===== src/rtl/fpw_pkg.sv =====
package fpw_pkg;

   localparam int EXT_EW   = 15;
   localparam int EXT_MW   = 64;
   localparam int EXT_W    = 1 + EXT_EW + EXT_MW;
   localparam int PAD_W    = 16;
   localparam int MEM_W    = EXT_W + PAD_W;
   localparam int EXT_BIAS = (1 << (EXT_EW - 1)) - 1;

   typedef enum logic [1:0] {
      FMT_SGL  = 2'b00,
      FMT_DBL  = 2'b01,
      FMT_RSV2 = 2'b10,
      FMT_RSV3 = 2'b11
   } fpw_fmt_e;

   typedef struct packed {
      logic              sign;
      logic [EXT_EW-1:0] exp;
      logic [EXT_MW-1:0] man;
   } fpw_ext_t;

   typedef struct packed {
      logic zero;
      logic inf;
      logic nan;
      logic snan;
   } fpw_class_t;

endpackage


===== src/rtl/fpw_lzc.sv =====
module fpw_lzc #(
   parameter int W  = 23,
   parameter int CW = $clog2(W + 1)
) (
   input  logic [W-1:0]  vec,
   output logic [CW-1:0] count
);

   always_comb begin
      count = CW'(W);
      for (int i = 0; i < W; i++) begin
         if (vec[i]) count = CW'(W - 1 - i);
      end
   end

endmodule


===== src/rtl/fpw_unpack.sv =====
module fpw_unpack
   import fpw_pkg::*;
#(
   parameter int EW = 8,
   parameter int FW = 23
) (
   input  logic [EW+FW:0] raw,
   output fpw_ext_t       res,
   output fpw_class_t     cls
);

   localparam int BIAS   = (1 << (EW - 1)) - 1;
   localparam int REBIAS = EXT_BIAS - BIAS;
   localparam int CW     = $clog2(FW + 1);
   localparam int FILL_N = EXT_MW - 1 - FW;
   localparam int FILL_D = EXT_MW - FW;

   logic          sgn;
   logic [EW-1:0] bexp;
   logic [FW-1:0] frac;
   logic [CW-1:0] lz;
   logic [FW-1:0] norm;

   assign sgn  = raw[EW+FW];
   assign bexp = raw[EW+FW-1:FW];
   assign frac = raw[FW-1:0];

   fpw_lzc #(.W(FW), .CW(CW)) lzc_i (
      .vec   (frac),
      .count (lz)
   );

   assign norm = frac << lz;

   always_comb begin
      res      = '0;
      cls      = '0;
      res.sign = sgn;
      if (bexp == '1) begin
         res.exp  = '1;
         res.man  = {1'b1, frac, {FILL_N{1'b0}}};
         cls.inf  = (frac == '0);
         cls.nan  = (frac != '0);
         cls.snan = (frac != '0) && !frac[FW-1];
      end else if (bexp == '0) begin
         if (frac == '0) begin
            cls.zero = 1'b1;
         end else begin
            res.exp = EXT_EW'(REBIAS) - EXT_EW'(lz);
            res.man = {norm, {FILL_D{1'b0}}};
         end
      end else begin
         res.exp = EXT_EW'(bexp) + EXT_EW'(REBIAS);
         res.man = {1'b1, frac, {FILL_N{1'b0}}};
      end
   end

endmodule


===== src/rtl/fp_widen.sv =====
module fp_widen
   import fpw_pkg::*;
#(
   parameter int SGL_EW = 8,
   parameter int SGL_FW = 23,
   parameter int DBL_EW = 11,
   parameter int DBL_FW = 52,
   localparam int SGL_W = SGL_EW + SGL_FW + 1,
   localparam int OP_W  = DBL_EW + DBL_FW + 1
) (
   input  logic             clk,
   input  logic             rst_n,
   input  logic             in_valid,
   input  logic [1:0]       fmt_sel,
   input  logic [OP_W-1:0]  operand,
   output logic             out_valid,
   output logic [EXT_W-1:0] ext_out,
   output logic [MEM_W-1:0] mem_out,
   output logic             is_zero,
   output logic             is_inf,
   output logic             is_nan,
   output logic             is_snan
);

   if (SGL_W > OP_W) begin : g_bad_sgl_w
      $error("single operand wider than the operand port");
   end
   if (SGL_FW > EXT_MW - 2 || DBL_FW > EXT_MW - 2) begin : g_bad_fw
      $error("fraction does not fit below the explicit integer bit");
   end
   if (SGL_EW >= EXT_EW || DBL_EW >= EXT_EW) begin : g_bad_ew
      $error("input exponent must be narrower than the extended exponent");
   end

   fpw_ext_t   sgl_res, dbl_res, sel_res, res_q;
   fpw_class_t sgl_cls, dbl_cls, sel_cls, cls_q;
   logic       vld_q;

   fpw_unpack #(.EW(SGL_EW), .FW(SGL_FW)) sgl_i (
      .raw (operand[SGL_W-1:0]),
      .res (sgl_res),
      .cls (sgl_cls)
   );

   fpw_unpack #(.EW(DBL_EW), .FW(DBL_FW)) dbl_i (
      .raw (operand),
      .res (dbl_res),
      .cls (dbl_cls)
   );

   always_comb begin
      case (fpw_fmt_e'(fmt_sel))
         FMT_SGL: begin
            sel_res = sgl_res;
            sel_cls = sgl_cls;
         end
         FMT_DBL: begin
            sel_res = dbl_res;
            sel_cls = dbl_cls;
         end
         default: begin
            sel_res = '0;
            sel_cls = '0;
         end
      endcase
   end

   always_ff @(posedge clk or negedge rst_n) begin
      if (!rst_n) begin
         vld_q <= 1'b0;
         res_q <= '0;
         cls_q <= '0;
      end else begin
         vld_q <= in_valid;
         res_q <= sel_res;
         cls_q <= sel_cls;
      end
   end

   assign out_valid = vld_q;
   assign ext_out   = res_q;
   assign mem_out   = {res_q.sign, res_q.exp, {PAD_W{1'b0}}, res_q.man};
   assign is_zero   = cls_q.zero;
   assign is_inf    = cls_q.inf;
   assign is_nan    = cls_q.nan;
   assign is_snan   = cls_q.snan;

endmodule


===== config.mk =====
export PLATFORM = sky130hd
export DESIGN_NAME = fp_widen
export DESIGN_NICKNAME = d
export VERILOG_FILES = /design/src/rtl/fpw_pkg.sv /design/src/rtl/fpw_lzc.sv /design/src/rtl/fpw_unpack.sv /design/src/rtl/fp_widen.sv
export SDC_FILE = /design/constraint.sdc
export NUM_CORES = 1
export LEC_CHECK = 0
export BUFFER_PORTS_ARGS = -buffer_cell sky130_fd_sc_hd__buf_2
export CORE_ASPECT_RATIO = 0.6
export CORE_MARGIN = 3
export CORE_UTILIZATION = 52
export CTS_BUF_LIST = sky130_fd_sc_hd__clkbuf_8
export DETAILED_ROUTE_END_ITERATION = 7
export PLACE_DENSITY = 0.91
export SLEW_MARGIN = 10
export SYNTH_ARGS = -nofsm -noshare
export SYNTH_HDL_FRONTEND = slang
export SYNTH_HIERARCHICAL = 1
export SYNTH_SLANG_ARGS = --single-unit

===== constraint.sdc =====
create_clock -name clk -period 0.8 [get_ports clk]
set_clock_uncertainty 0.05 [all_clocks]
set_input_delay 0.12 -clock clk [delete_from_list [all_inputs] [get_ports clk]]
set_output_delay 0.12 -clock clk [all_outputs]
set_load 0.02 [all_outputs]

==> results of run 1 <==
[metrics by stage]
step / util / TNS (ns)
4_1_cts: 0.799 / -198.20
3_5_place_dp: 0.678 / -182.61
3_3_place_gp: 0.678 / -175.94
2_1_floorplan: - / -131.22
[logic make-up after synthesis]
logic type / Yosys count / share of synthesized area
flip-flops: 85 / 0.185
XOR/XNOR: 3 / 0.00228
AND/OR/NAND/NOR: 401 / 0.165
buffers and inverters: 276 / 0.163
multiplexers: 272 / 0.333
AO/OA/AOI/OAI: 230 / 0.148
other: 3 / 0.000978
adder cells (fa/ha/maj): 2 / 0.00217
[metal layers]
metal,overflow,GRT usage
met1,31,0.838
met2,109,0.927
met3,30,0.804
met4,102,0.821
met5,4,0.675
[repair_timing]
| action | 4_1_cts |
|---|---|
| hold buffers | 3 |
| hold endpoints to repair | 87 |
| cloned | 6 |
| gates resized for setup | 440 |
| endpoints found under the setup margin | 236 |
| pin swaps | 70 |
| setup buffers | 54 |
==> run_results.csv, run 1 <==
group,metric,value,unit
floorplan,die_w,198,um
placement,place_inst,1928,
yosys,yosysMostFrequentCell,"buf_4",
yosys,yosysTopAreaCellShare,0.185,
yosys,yosys.cell_types.count,79,
yosys,synth_edf_count,0,
yosys,ys_async_sr_fraction,1.00,
placement,routabilityCongestion,1.44,
clock_tree,cts.sinks,85,
yosys,ys_warn_count,6,
clock_tree,cts_made_buffers,9,
placement,post-place-ws,-3.07,ns
yosys,postSynthCellCount,1272,
placement,dpl_cell_area,0.0145,mm^2
yosys,avgSynthCellArea,9.05,um^2
global_routing,grt.total_usage,0.849,
yosys,ys_ff_latch,85,
yosys,synth_top_cells_by_count,"buf_4, nor2_1, mux2i_1",
floorplan,initial_core_util,0.538,
placement,hpwl,40.0,mm
yosys,synthTopCellsByArea,"dfrtp_1, mux4_2, mux2i_1",
clock_tree,cts_max_level,3,
global_routing,grt_max_degree,49,
placement,port_buffers,233,
global_routing,gr-total-overflow,276,
status,outcome,"aborted with a tool error",
clock_tree,clock-root-buffer,"clkbuf_8",
floorplan,pin_count,250,
floorplan,rows,41,
yosys,yosysTopAreaCell,"dfrtp_1",
yosys,synth.cell_area,0.0115,mm^2
status,stop_stage,"global routing (5_1_grt)",
floorplan,die_h,121,um
yosys,seq_area_frac_synth,0.185,
status,error,"[ERROR GRT-0232] Routing congestion too high. Check the congestion heatmap in the GUI.",
clock_tree,cts_buffer_depth,2,
yosys,synth_ff_type,"dfrtp_1",
==> run 2: changes to the inputs <==
--- a/config.mk
+++ b/config.mk
@@ -6,12 +6,10 @@
 export NUM_CORES = 1
 export LEC_CHECK = 0
 export BUFFER_PORTS_ARGS = -buffer_cell sky130_fd_sc_hd__buf_2
-export CORE_ASPECT_RATIO = 0.6
 export CORE_MARGIN = 3
-export CORE_UTILIZATION = 52
-export CTS_BUF_LIST = sky130_fd_sc_hd__clkbuf_8
+export CORE_UTILIZATION = 40
 export DETAILED_ROUTE_END_ITERATION = 7
-export PLACE_DENSITY = 0.91
+export PLACE_DENSITY_LB_ADDON = 0.15
 export SLEW_MARGIN = 10
 export SYNTH_ARGS = -nofsm -noshare
 export SYNTH_HDL_FRONTEND = slang
==> constraint.sdc (replaced) <==
create_clock -name clk -period 1.05 [get_ports clk]
set_clock_uncertainty 0.05 [all_clocks]
set_input_delay 0.1575 -clock clk [delete_from_list [all_inputs] [get_ports clk]]
set_output_delay 0.1575 -clock clk [all_outputs]
set_load 0.02 [all_outputs]
==> run 2 against run 1 <==
- the flow now finishes, with violations (setup timing)
- area after synthesis stayed put
- synthesized cell count stayed put
==> run_results.csv, run 2 <==
group,metric,value,unit
global_routing,use_met3,0.0912,
floorplan,initial_core_util,0.410,
yosys,ys_warn_count,6,
detailed_routing,dr.first_iter.drc_count,1371,
yosys,synth_edf_count,0,
timing,tightest_slew,0.602,ns
timing,fmax,291,MHz
pwr,ir_drop,0.864,mV
floorplan,pin_count,250,
worst_setup_path,slowest_delay,0.55,ns
global_routing,grt_busiest_layer,"met2",
yosys,synth.cell_area,0.0115,mm^2
worst_setup_path,crit_type,"in -> reg",
worst_setup_path,cpMaxStageDelayCell,"or4_4",
detailed_routing,routed_via_density,6.10,
floorplan,die_w,176,um
yosys,ys_async_sr_fraction,1.00,
detailed_routing,routed_wirelength,58.5,mm
yosys,synth_top_cells_by_count,"buf_4, nor2_1, mux2i_1",
final_layout,final_core_util,0.665,
final_layout,num_antenna_cells,0,
global_routing,grt.total_usage,0.356,
yosys,avgSynthCellArea,9.05,um^2
hold_path,hold_depth,3,
yosys,yosysMostFrequentCell,"buf_4",
clock_tree,clk_pin_slew,0.07,ns
timing,slew_violations,0,
global_routing,gr-total-overflow,0,
worst_setup_path,crit_required,1.28,ns
global_routing,grt_max_degree,51,
final_layout,area_delta_synth_final,62.3,%
global_routing,grt_pass1_vias,12600,
detailed_routing,drt_pass1_iterations,5,
final_layout,fill_cells,2259,
worst_setup_path,startpoint_type,"primary input",
worst_setup_path,crit_arrival,3.67,ns
yosys,postSynthCellCount,1272,
detailed_routing,ant_nets,0,
timing,hold_violations,0,
final_layout,final_cell_mix,"buf_4, buf_6, nor2_1",
clock_tree,clock-root-buffer,"clkbuf_16",
worst_setup_path,cp_cell_sequence,"buf_8, or4_4, o21ba_4, o21ai_2, a21oi_2, o311a_1, buf_12, or4b_4, nor2_4, a21oi_2, o211a_1, o41ai_4, mux2i_1, buf_4, nor2_2",
hold_path,min_path_type,"in -> reg",
final_layout,fin_nets,1848,
final_layout,layout_commonest_cell,"buf_4",
timing,period_needed,3.44,ns
timing,max_slew_margin,0.597,
global_routing,antenna_found_initial,0,
placement,routabilityCongestion,1.12,
timing,finalWorstSetupSlack,-2.39,ns
yosys,synthTopCellsByArea,"dfrtp_1, mux4_2, mux2i_1",
clock_tree,cts_buffer_depth,2,
yosys,yosysTopAreaCellShare,0.185,
timing,setup_viol,236,
clock_tree,cts_max_level,3,
global_routing,grt_pass1_wl,82.2,mm
worst_setup_path,setup.worst_path.end,"ext_out[60]$_DFF_PN0_",
worst_setup_path,end_kind,"register",
yosys,yosysTopAreaCell,"dfrtp_1",
timing,rsz0062_at_grt,"true",
floorplan,rows,61,
global_routing,use_met1,0.461,
pwr,cellPowerDensity,815,mW/mm^2
placement,hpwl,42.0,mm
worst_setup_path,critical_path.startpoint,"operand[5]",
floorplan,die_h,176,um
detailed_routing,routedWlPerCell,27.1,um
pwr,p_leak,0.00848,uW
final_layout,largest_register_ffs,80,
global_routing,grt_use_met2,0.550,
timing,min_period_over_period,3.27,
final_layout,drive_above_1_share,0.565,
yosys,yosys.cell_types.count,79,
status,violations,"setup timing",
yosys,synth_ff_type,"dfrtp_1",
job,maxCapViolCount,0,
final_layout,multi_input_area,0.00907,mm^2
clock_tree,cts.sinks,85,
clock_tree,cts_made_buffers,9,
status,outcome,"complete, but fails checks",
floorplan,coreArea,0.0281,mm^2
floorplan,dieArea,0.0309,mm^2
yosys,ys_ff_latch,85,
worst_setup_path,crit_top_cell,"a21oi_2",
detailed_routing,drc,0,
timing,tns,-150.90,ns
clock_tree,cts_tree,"yes",
final_layout,seq_area,0.00214,mm^2
detailed_routing,dr_total_vias,13200,
worst_setup_path,path_max_fanout,4,
yosys,seq_area_frac_synth,0.185,
placement,port_buffers,233,
run 2: cell counts after synthesis:
Identical to the previous run, type by type.
run 2: through the flow:
step | hold WS, ns | setup slack (ns) | power [uW] | cell area (um^2) | cells
final | 0.101 | -2.39 | 15200 | 18700 | 2160
after CTS | 0.0509 | -2.41 | 14500 | 17400 | 2124
after floorplan | -0.188 | -2.10 | 7380 | 12100 | 1336
after global placement | 0.0451 | -3.02 | 9840 | 15000 | 2063
after detailed placement | 0.0483 | -3.06 | 9840 | 15000 | 2063
after global routing | 0.136 | -2.48 | 15700 | 18700 | 2160
run 2: worst min-delay path by stage:
stage	startpoint	to
after global placement	rst_n	ext_out[9]$_DFF_PN0_
final	operand[63]	ext_out[79]$_DFF_PN0_
after CTS	operand[63]	ext_out[79]$_DFF_PN0_
after floorplan	rst_n	ext_out[0]$_DFF_PN0_
after detailed placement	rst_n	ext_out[9]$_DFF_PN0_
after global routing	operand[63]	ext_out[79]$_DFF_PN0_
run 2: final cells by class:
class / instances / area share
Clock buffer: 9 / 0.0120
Clock inverter: 7 / 0.00435
Inverter: 30 / 0.00656
Multi-Input combinational cell: 976 / 0.485
Sequential cell: 85 / 0.114
Tap cell: 378 / 0.0253
Timing Repair Buffer: 675 / 0.352
run 2: cell families (layout without fill, tap and decap cells):
| group | Yosys count | in the layout | share of synthesized area |
|---|---|---|---|
| buf+inv | 276 | 721 | 0.163 |
| mux | 272 | 272 | 0.333 |
| compound gates | 230 | 230 | 0.148 |
| other cells | 3 | 67 | 0.000978 |
| fa+ha+maj | 2 | 2 | 0.00217 |
| simple gates | 401 | 402 | 0.165 |
| flops | 85 | 85 | 0.185 |
| xor+xnor | 3 | 3 | 0.00228 |
run 2: power breakdown:
| part | total (uW) | switching (uW) | internal [uW] |
|---|---|---|---|
| logic | 8120 | 4040 | 4070 |
| clock network | 3410 | 1530 | 1880 |
| registers | 3710 | 235 | 3480 |
| total | 15200 | 5800 | 9430 |
run 2: timing repair:
action                     4_1_cts  5_1_grt
gates resized for setup        450      266
gates cloned                     2        3
hold endpoints to repair        48        0
hold buffers                     2        0
buffers inserted                48       39
pin swaps                       65       57
setup endpoints to repair      236      236
run 2: critical path, delay by kind of cell:
kind	cells	cell delay (ns)
AOI/OAI and AO/OA	7	1.57
and+or+nand+nor	4	1.32
buffers and inverters	3	0.46
muxes	1	0.16
run 2: per-layer routing:
metal	up-vias	wire length, um	part of all wire
met2	972	25800	0.44
li1	5604	-	-
met1	6378	22400	0.38
met3	212	6630	0.11
met4	0	3680	0.063
met5	-	0	0
Note: power is estimated with default switching activity, not from simulation.
